==> src/rtl/fifo_exit_stage.sv <==
module fifo_exit_stage #(
  parameter int W = 4
) (
  input  logic         clk,
  input  logic         rst_n,
  input  logic         master,
  input  logic         stk_valid,
  input  logic [W-1:0] stk_data,
  output logic         stk_pop,
  input  logic         xfer_par,
  input  logic         xfer_ser_n,
  input  logic         sclk,
  input  logic         rel_in,
  input  logic         par_oe,
  output logic [W-1:0] par_q,
  output logic         ser_q,
  output logic         ser_en,
  output logic         valid
);
  localparam int CW = $clog2(W + 1);

  logic          full, rel, sclk_d;
  logic [W-1:0]  word_r, sh_r;
  logic [CW-1:0] left;
  logic          fall, shift, last;

  assign stk_pop = stk_valid & xfer_par & ~xfer_ser_n & ~full;
  assign valid   = full & (master | rel);
  assign fall    = sclk_d & ~sclk;
  assign shift   = valid & fall & ~stk_pop;
  assign last    = shift && (left == CW'(1));

  assign ser_en  = valid;
  assign ser_q   = ser_en & sh_r[0];
  assign par_q   = par_oe ? word_r : '0;

  always_ff @(posedge clk or negedge rst_n) begin
    if (!rst_n) begin
      full   <= 1'b0;
      rel    <= 1'b0;
      sclk_d <= 1'b0;
      word_r <= '0;
      sh_r   <= '0;
      left   <= '0;
    end else begin
      sclk_d <= sclk;
      if (stk_pop) begin
        full   <= 1'b1;
        rel    <= 1'b0;
        word_r <= stk_data;
        sh_r   <= stk_data;
        left   <= CW'(W);
      end else begin
        if (!xfer_par || last) full <= 1'b0;
        if (shift) begin
          sh_r <= sh_r >> 1;
          left <= left - CW'(1);
        end
        if (!full || !xfer_par || last) rel <= 1'b0;
        else if (rel_in)                rel <= 1'b1;
      end
    end
  end

  assert_single_load_R3: assert property (@(posedge clk) disable iff (!rst_n)
    stk_pop |=> !stk_pop);

  assert_word_hold_R3: assert property (@(posedge clk) disable iff (!rst_n)
    !stk_pop |=> $stable(word_r));

  assert_drop_on_release_R4: assert property (@(posedge clk) disable iff (!rst_n)
    !xfer_par |=> !valid);

  assert_rise_cause_R2: assert property (@(posedge clk) disable iff (!rst_n)
    ($rose(valid) && $stable(master)) |-> ($past(stk_pop) || $past(rel_in)));

  assert_last_bit_R6: assert property (@(posedge clk) disable iff (!rst_n)
    last |=> (!valid && !ser_en && !ser_q));

  assert_slave_hold_R8: assert property (@(posedge clk) disable iff (!rst_n)
    (!master && !valid && !rel_in) |=> (master || !valid));
endmodule

==> config.mk <==
export PLATFORM = sky130hd
export DESIGN_NAME = fifo_exit_stage
export DESIGN_NICKNAME = d
export VERILOG_FILES = /design/src/rtl/fifo_exit_stage.sv
export SDC_FILE = /design/constraint.sdc
export NUM_CORES = 1
export LEC_CHECK = 0
export ABC_AREA = 1
export BUFFER_PORTS_ARGS = -buffer_cell sky130_fd_sc_hd__buf_2
export CAP_MARGIN = 25
export CORE_MARGIN = 10
export CORE_UTILIZATION = 46
export DETAILED_ROUTE_END_ITERATION = 16
export GPL_TIMING_DRIVEN = 0
export PLACE_DENSITY_LB_ADDON = 0.05
export SLEW_MARGIN = 20
export SYNTH_ARGS = -nofsm -noshare
export SYNTH_HDL_FRONTEND = slang
export SYNTH_SLANG_ARGS = --single-unit
==> constraint.sdc <==
create_clock -name clk -period 1.9 [get_ports clk]
set_input_delay 0.19 -clock clk [delete_from_list [all_inputs] [get_ports clk]]
set_output_delay 0.19 -clock clk [all_outputs]
set_load 0.01 [all_outputs]
==> metrics.yaml, run 1 <==
sw_frac_of_total: 0.306
synth.top_cell.area_share: 0.474
ir_worst_vdd_v: 0.000397
synthArstFlopShare: 1.00
p_int_mw: 0.567
fin_crit_ns: 1.50
cts_made_buffers: 3
relSlewSlack: 0.782
finalHoldViolCount: 0
dr.pass1.iters: 4
switching_power_mw: 0.250
seq_power_share: 0.488
start_util: 0.491
status: "finished, final reports clean"
r2r-end: "left[2]"
cts-resized-gates: 0
insertion_delay_ns: 0.29
grt_setup_unrepaired: "no"
postRouteAntennaNets: 0
drc_errors: 0
ys.flop_type: "dfrtp_1"
cts_root_buffer: "clkbuf_4"
routed_wl_um: 1620
grt_pass1_vias: 631
path_class: "reg -> out"
finalSetupViolCount: 0
netlist_area_sq_um: 739
worst_pin_slew_ns: 0.326
synth_top_area_cell: "dfrtp_1"
synth_area_leaders: "dfrtp_1 (47%), nand2_1 (19%), nand3_1 (8.1%), inv_1 (6.6%), ha_1 (3.4%)"
startpoint: "full"
die-area_sq_um: 3610
fin_skew_ns: 0.00848
drv_slew: 0
viasPerCell: 4.58
synth-seq-cells: 14
drive_gt1_frac: 0.277
synthCells: 94
grt_max_degree: 15
arrival_ns: 1.31
final_nets: 135
globalplace.congestion: 0.807
whs_ns: 0.0280
power_frac_clock: 0.274
vias: 618
htree_levels: 1
drtIter0Drc: 5
synth-edff-count: 0
finalCritPeriodShare: 0.791
end_kind: "output port"
cts_buffer_depth: 2
r2r_start: "full"
start_kind: "register"
io_pins: 21
die_h_um: 60.1
antenna_found_initial: 0
n_fill_cell: 140
dp_hpwl_um: 1250
hold_class: "in -> reg"
synth.most_common_cell: "nand2_1"
yosys_warnings: 0
clkSinkCount: 14
fmax_mhz: 666
ctsHoldBuffers: 1
powerDensity_nw_per_um2: 902
p_leak_nw: 0.578
tns_ns: 0
cts_setup_buffers: 0
ys_seq_area_frac: 0.474
synth_cell_types: 17
critPathMaxFanout: 9
rr_worst_depth: 5
syn_avg_cell_area_sq_um: 7.87
combPwrFrac: 0.238
rows: 14
overflow: 0
wire_per_inst_um: 12.0
core_area_sq_um: 1510
critPathRequiredTime_ns: 1.71
cp-endpoint: "stk_pop"
grt_usage: 0.102
die_w_um: 60.1
grt_first_pass_wirelength_um: 2770
cts_tree: "done"
cap_violations: 0
areaGrowthSynthToFinish_pct: 22.5
synthTopCellsByCount: "nand2_1 (37), dfrtp_1 (14), inv_1 (13), nand3_1 (12), nor2_1 (4)"
antenna_cells: 0
syn_nets: 109
reg2reg_slack_ns: 0.73
io_buffers: 20
cts.clk_slew.worst_paths_ns: 0.10
-- worst min-delay path by stage --
stage | start | end | slack (ns) | cells past startpoint
2_1_floorplan | rst_n | full | -0.11 | 0
3_3_place_gp | rst_n | rel | 0.10 | 1
3_5_place_dp | rst_n | full | 0.11 | 1
4_1_cts | sclk | sclk_d | 0.03 | 1
5_1_grt | sclk | sclk_d | 0.01 | 1
6_report | sclk | sclk_d | 0.03 | 1
-- placed cells by master, fill, tap and decap left out, types with 2 or more instances in the layout --
| master | n |
|---|---|
| buf_2 | 20 |
| clkbuf_4 | 3 |
| dfrtp_1 | 14 |
| ha_1 | 2 |
| inv_1 | 13 |
| nand2_1 | 37 |
| nand3_1 | 12 |
| nor2_1 | 4 |
| nor2_2 | 2 |
-- metal layers --
layer,part of all wire,track usage
met1,0.43,0.116
met2,0.44,0.150
met3,0.099,0.0508
met4,0.021,0.0577
met5,0,0
-- flip-flops by register name (all words and copies together) (netlist names) --
name	flops
left	3
sh_r	4
sclk_d	1
full	1
word_r	4
rel	1
-- worst max-delay path: stages, from the launching register on --
cell and delay, ns:
dfrtp_1 0.46, nor2_4 0.19, nand2_4 0.11, inv_1 0.11
buf_2 0.14
-- layout make-up --
cell class	instances	area (sq um)	area share
buffer	2	22.5	0.0249
clock buffer	4	36.3	0.0401
inverter	14	52.6	0.0580
multi-input combinational	64	314	0.347
sequential	14	350	0.387
tap	16	20.0	0.0221
timing repair buffer	21	110	0.122
-- logic make-up after synthesis --
logic type	share of synthesized area
xor gates and xnor gates	0.0118
buffers and inverters	0.102
adders and majority gates	0.0338
and+or+nand+nor	0.379
DFF	0.474
-- power by group through the flow --
stage	registers, mW	clock network [mW]	logic (mW)
final	0.399	0.224	0.194
after global placement	0.403	0	0.191
after global routing	0.406	0.242	0.231
after CTS	0.399	0.226	0.198
after detailed placement	0.405	0	0.196
after floorplan	0.395	0	0.142
-- stage by stage --
step                worst slack, ns  power (mW)  utilization  std cells  cell area, sq um
floorplan                     0.851       0.537            -         94               739
global placement              0.699       0.594        0.571        130               860
detailed placement            0.700       0.601        0.571        130               860
CTS                           0.372       0.823        0.601        135               906
global route                  0.274       0.880        0.601        135               906
finish                        0.398       0.817        0.601        135               906
Note: power is estimated with default switching activity, not from simulation.
==> run 2: changes to the inputs <==
ABC_AREA = 0   (was 1)
clock period = 1.4 ns   (was 1.9 ns; I/O delays follow)
==> run 2 against run 1 <==
Critical path depth up 1. Core utilization increased by 6.2 points. Wire length up 5.7%. Largest cell class unchanged. Design area fell by 1.1%. Sequential share of layout area grew 0.43 points. Worst setup slack worse by 0.35 ns. Critical path type unchanged.
==> metrics.yaml, run 2 <==
status: "finished, final reports clean"
core_area_sq_um: 1350  # -10%
drc_errors: 0  # unchanged
synth_cell_types: 24  # +7
tns_ns: 0  # unchanged
synthArstFlopShare: 1.00  # unchanged
end_kind: "output port"
finalHoldViolCount: 0  # unchanged
cts_tree: "done"
switching_power_mw: 0.278  # +11%
cts.clk_slew.worst_paths_ns: 0.08  # -0.02 ns
cpPeakStageDelay_ns: 0.41  # -0.05 ns
critPathRequiredTime_ns: 1.26  # -0.45 ns
final_nets: 114  # -16%
globalplace.congestion: 0.755  # -6.4%
n_fill_cell: 115  # -18%
reg2reg_slack_ns: 0.14  # -0.59 ns
die-area_sq_um: 3430  # -5.0%
worst_pin_slew_ns: 0.322  # -0.00466 ns
fin_skew_ns: 0.00365  # -0.00484 ns
arrival_ns: 1.21  # -0.10 ns
grt_max_degree: 15  # unchanged
p_int_mw: 0.686  # +21%
syn_nets: 84  # -23%
synthTopCellsByCount: "dfrtp_1 (14), nand2_1 (14), and2_1 (5), nor2_1 (5)"
sw_frac_of_total: 0.288  # -0.0173
synthCells: 69  # -27%
die_h_um: 58.6  # -2.5%
io_pins: 21  # unchanged
critPathMaxFanout: 4  # -5
slowest_stage: "dfrtp_1"
power_frac_clock: 0.231  # -0.043
wire_per_inst_um: 15.3  # +27%
io_buffers: 20  # unchanged
ys.flop_type: "dfrtp_1"
synth-edff-count: 0  # unchanged
cp_cell_sequence: "buf_6 > o21ai_4 > inv_4 > and2_1 > buf_2"
fmax_mhz: 740
vias: 601  # -2.8%
viasPerCell: 5.37  # +17%
seq_power_share: 0.534  # +0.046
synth.top_cell.area_share: 0.512  # +0.0381
utilization: 0.664  # +0.0622
drive_gt1_frac: 0.351  # +0.0732
areaGrowthSynthToFinish_pct: 30.9
finalCritPeriodShare: 0.965
dp.cells: 104  # -20%
layout_commonest_cell: "buf_2"
synth_top_area_cell: "dfrtp_1"
dr.pass1.iters: 4  # unchanged
ir_worst_vdd_v: 0.000545  # +37%
die_w_um: 58.6  # -2.5%
path_class: "reg -> out"
antenna_found_initial: 0  # unchanged
cap_violations: 0  # unchanged
grt_usage: 0.101  # -0.000963
grt_pass1_vias: 612  # -3.0%
start_util: 0.507  # +0.0161
overflow: 0  # unchanged
clkSinkCount: 14  # unchanged
ys_seq_area_frac: 0.512  # +0.0381
p_leak_nw: 0.453  # -22%
layout.cells.non_filler: 112  # -17%
top_regs: "sh_r x4, word_r x4, left x3"
fin_crit_ns: 1.35
cts_buffer_depth: 2  # unchanged
htree_levels: 1  # unchanged
cts_made_buffers: 3  # unchanged
yosys_warnings: 0  # unchanged
drtIter0Drc: 13  # +8
whs_ns: 0.0710  # +0.0430 ns
final_cell_mix: "buf_2 (19), nand2_1 (14), dfrtp_1 (14), and2_1 (5), nor2_1 (5)"
start_kind: "register"
antenna_cells: 0  # unchanged
grt_first_pass_wirelength_um: 2740  # -0.98%
cts_root_buffer: "clkbuf_4"
insertion_delay_ns: 0.27  # -0.02 ns
syn_avg_cell_area_sq_um: 9.92  # +26%
dp_hpwl_um: 1160  # -7.1%
postRouteAntennaNets: 0  # unchanged
synth-seq-cells: 14  # unchanged
rows: 13  # -1
routed_wl_um: 1720  # +5.7%
powerDensity_nw_per_um2: 1080  # +19%
combPwrFrac: 0.235  # -0.003
hold_class: "in -> reg"
synth_area_leaders: "dfrtp_1 (51%), nand2_1 (7.7%), and2_1 (4.6%), a31oi_1 (3.7%), ha_1 (3.7%)"
finalSetupViolCount: 0  # unchanged
grt_setup_unrepaired: "yes"
drv_slew: 0  # unchanged
relSlewSlack: 0.786  # +0.00310
netlist_area_sq_um: 684  # -7.4%
==> run 2: final cells by class <==
| cell class | instances | area (sq um) | share of cell area |
|---|---|---|---|
| well taps | 15 | 18.8 | 0.0209 |
| clock buffers | 3 | 22.5 | 0.0251 |
| multi-input cells | 48 | 295 | 0.330 |
| repair buffers | 26 | 160 | 0.179 |
| inverters | 4 | 30.0 | 0.0335 |
| plain buffers | 2 | 18.8 | 0.0209 |
| flip-flops and latches | 14 | 350 | 0.391 |
==> run 2: kinds of logic (layout without fill, tap and decap cells) <==
| family | Yosys count | in the layout | synth area share |
|---|---|---|---|
| and+or+nand+nor | 29 | 29 | 0.203 |
| AOI/OAI and AO/OA | 15 | 15 | 0.139 |
| buffers and inverters | 7 | 35 | 0.0786 |
| muxes | 2 | 2 | 0.0311 |
| adders and majority gates | 2 | 2 | 0.0366 |
| DFF | 14 | 14 | 0.512 |
==> run 2: stage by stage <==
stage	setup WS (ns)	total power [mW]	instance area, sq um
after floorplan	0.221	0.646	684
after global placement	0.158	0.714	803
after detailed placement	0.154	0.726	803
after CTS	0.0313	0.962	870
after global routing	-0.00453	1.03	896
final	0.0493	0.964	896
==> run 2: per-layer routing <==
metal  routed length [um]  global-route usage
met5                    0                   0
met4                   10              0.0328
met3                  157              0.0536
met2                  827               0.161
met1                  719               0.113
==> run 2: critical path: cells and delay by family, from the launching register on <==
family          cells  cell delay (ns)
flops               1             0.41
compound gates      1             0.07
simple gates        1             0.14
buf+inv             3             0.32
==> run 2: what timing repair did <==
action                                  4_1_cts  5_1_grt
endpoints found under the hold margin        15        0
resized for setup                             3        4
pin swaps                                     2        1
buffers inserted                              3        1
endpoints found under the setup margin        3        5
hold buffers                                  2        0
==> run 2: path summary, 6_finish.rpt <==
path	from	cells past startpoint	endpoint
setup / recovery	full	5	ser_q
hold / removal	stk_data[1]	3	word_r[1]
setup reg to reg	full	5	left[0]
hold reg to reg	word_r[2]	2	word_r[2]
max in group asynchronous	rst_n	2	sclk_d
min in group asynchronous	rst_n	2	full
==> run 2: power groups by stage <==
stage                     combinational (mW)  clock [mW]  sequential, mW
after detailed placement               0.205           0           0.522
final                                  0.226       0.223           0.515
after global routing                   0.257       0.245           0.524
after CTS                              0.220       0.229           0.513
after floorplan                        0.136           0           0.510
after global placement                 0.198           0           0.517
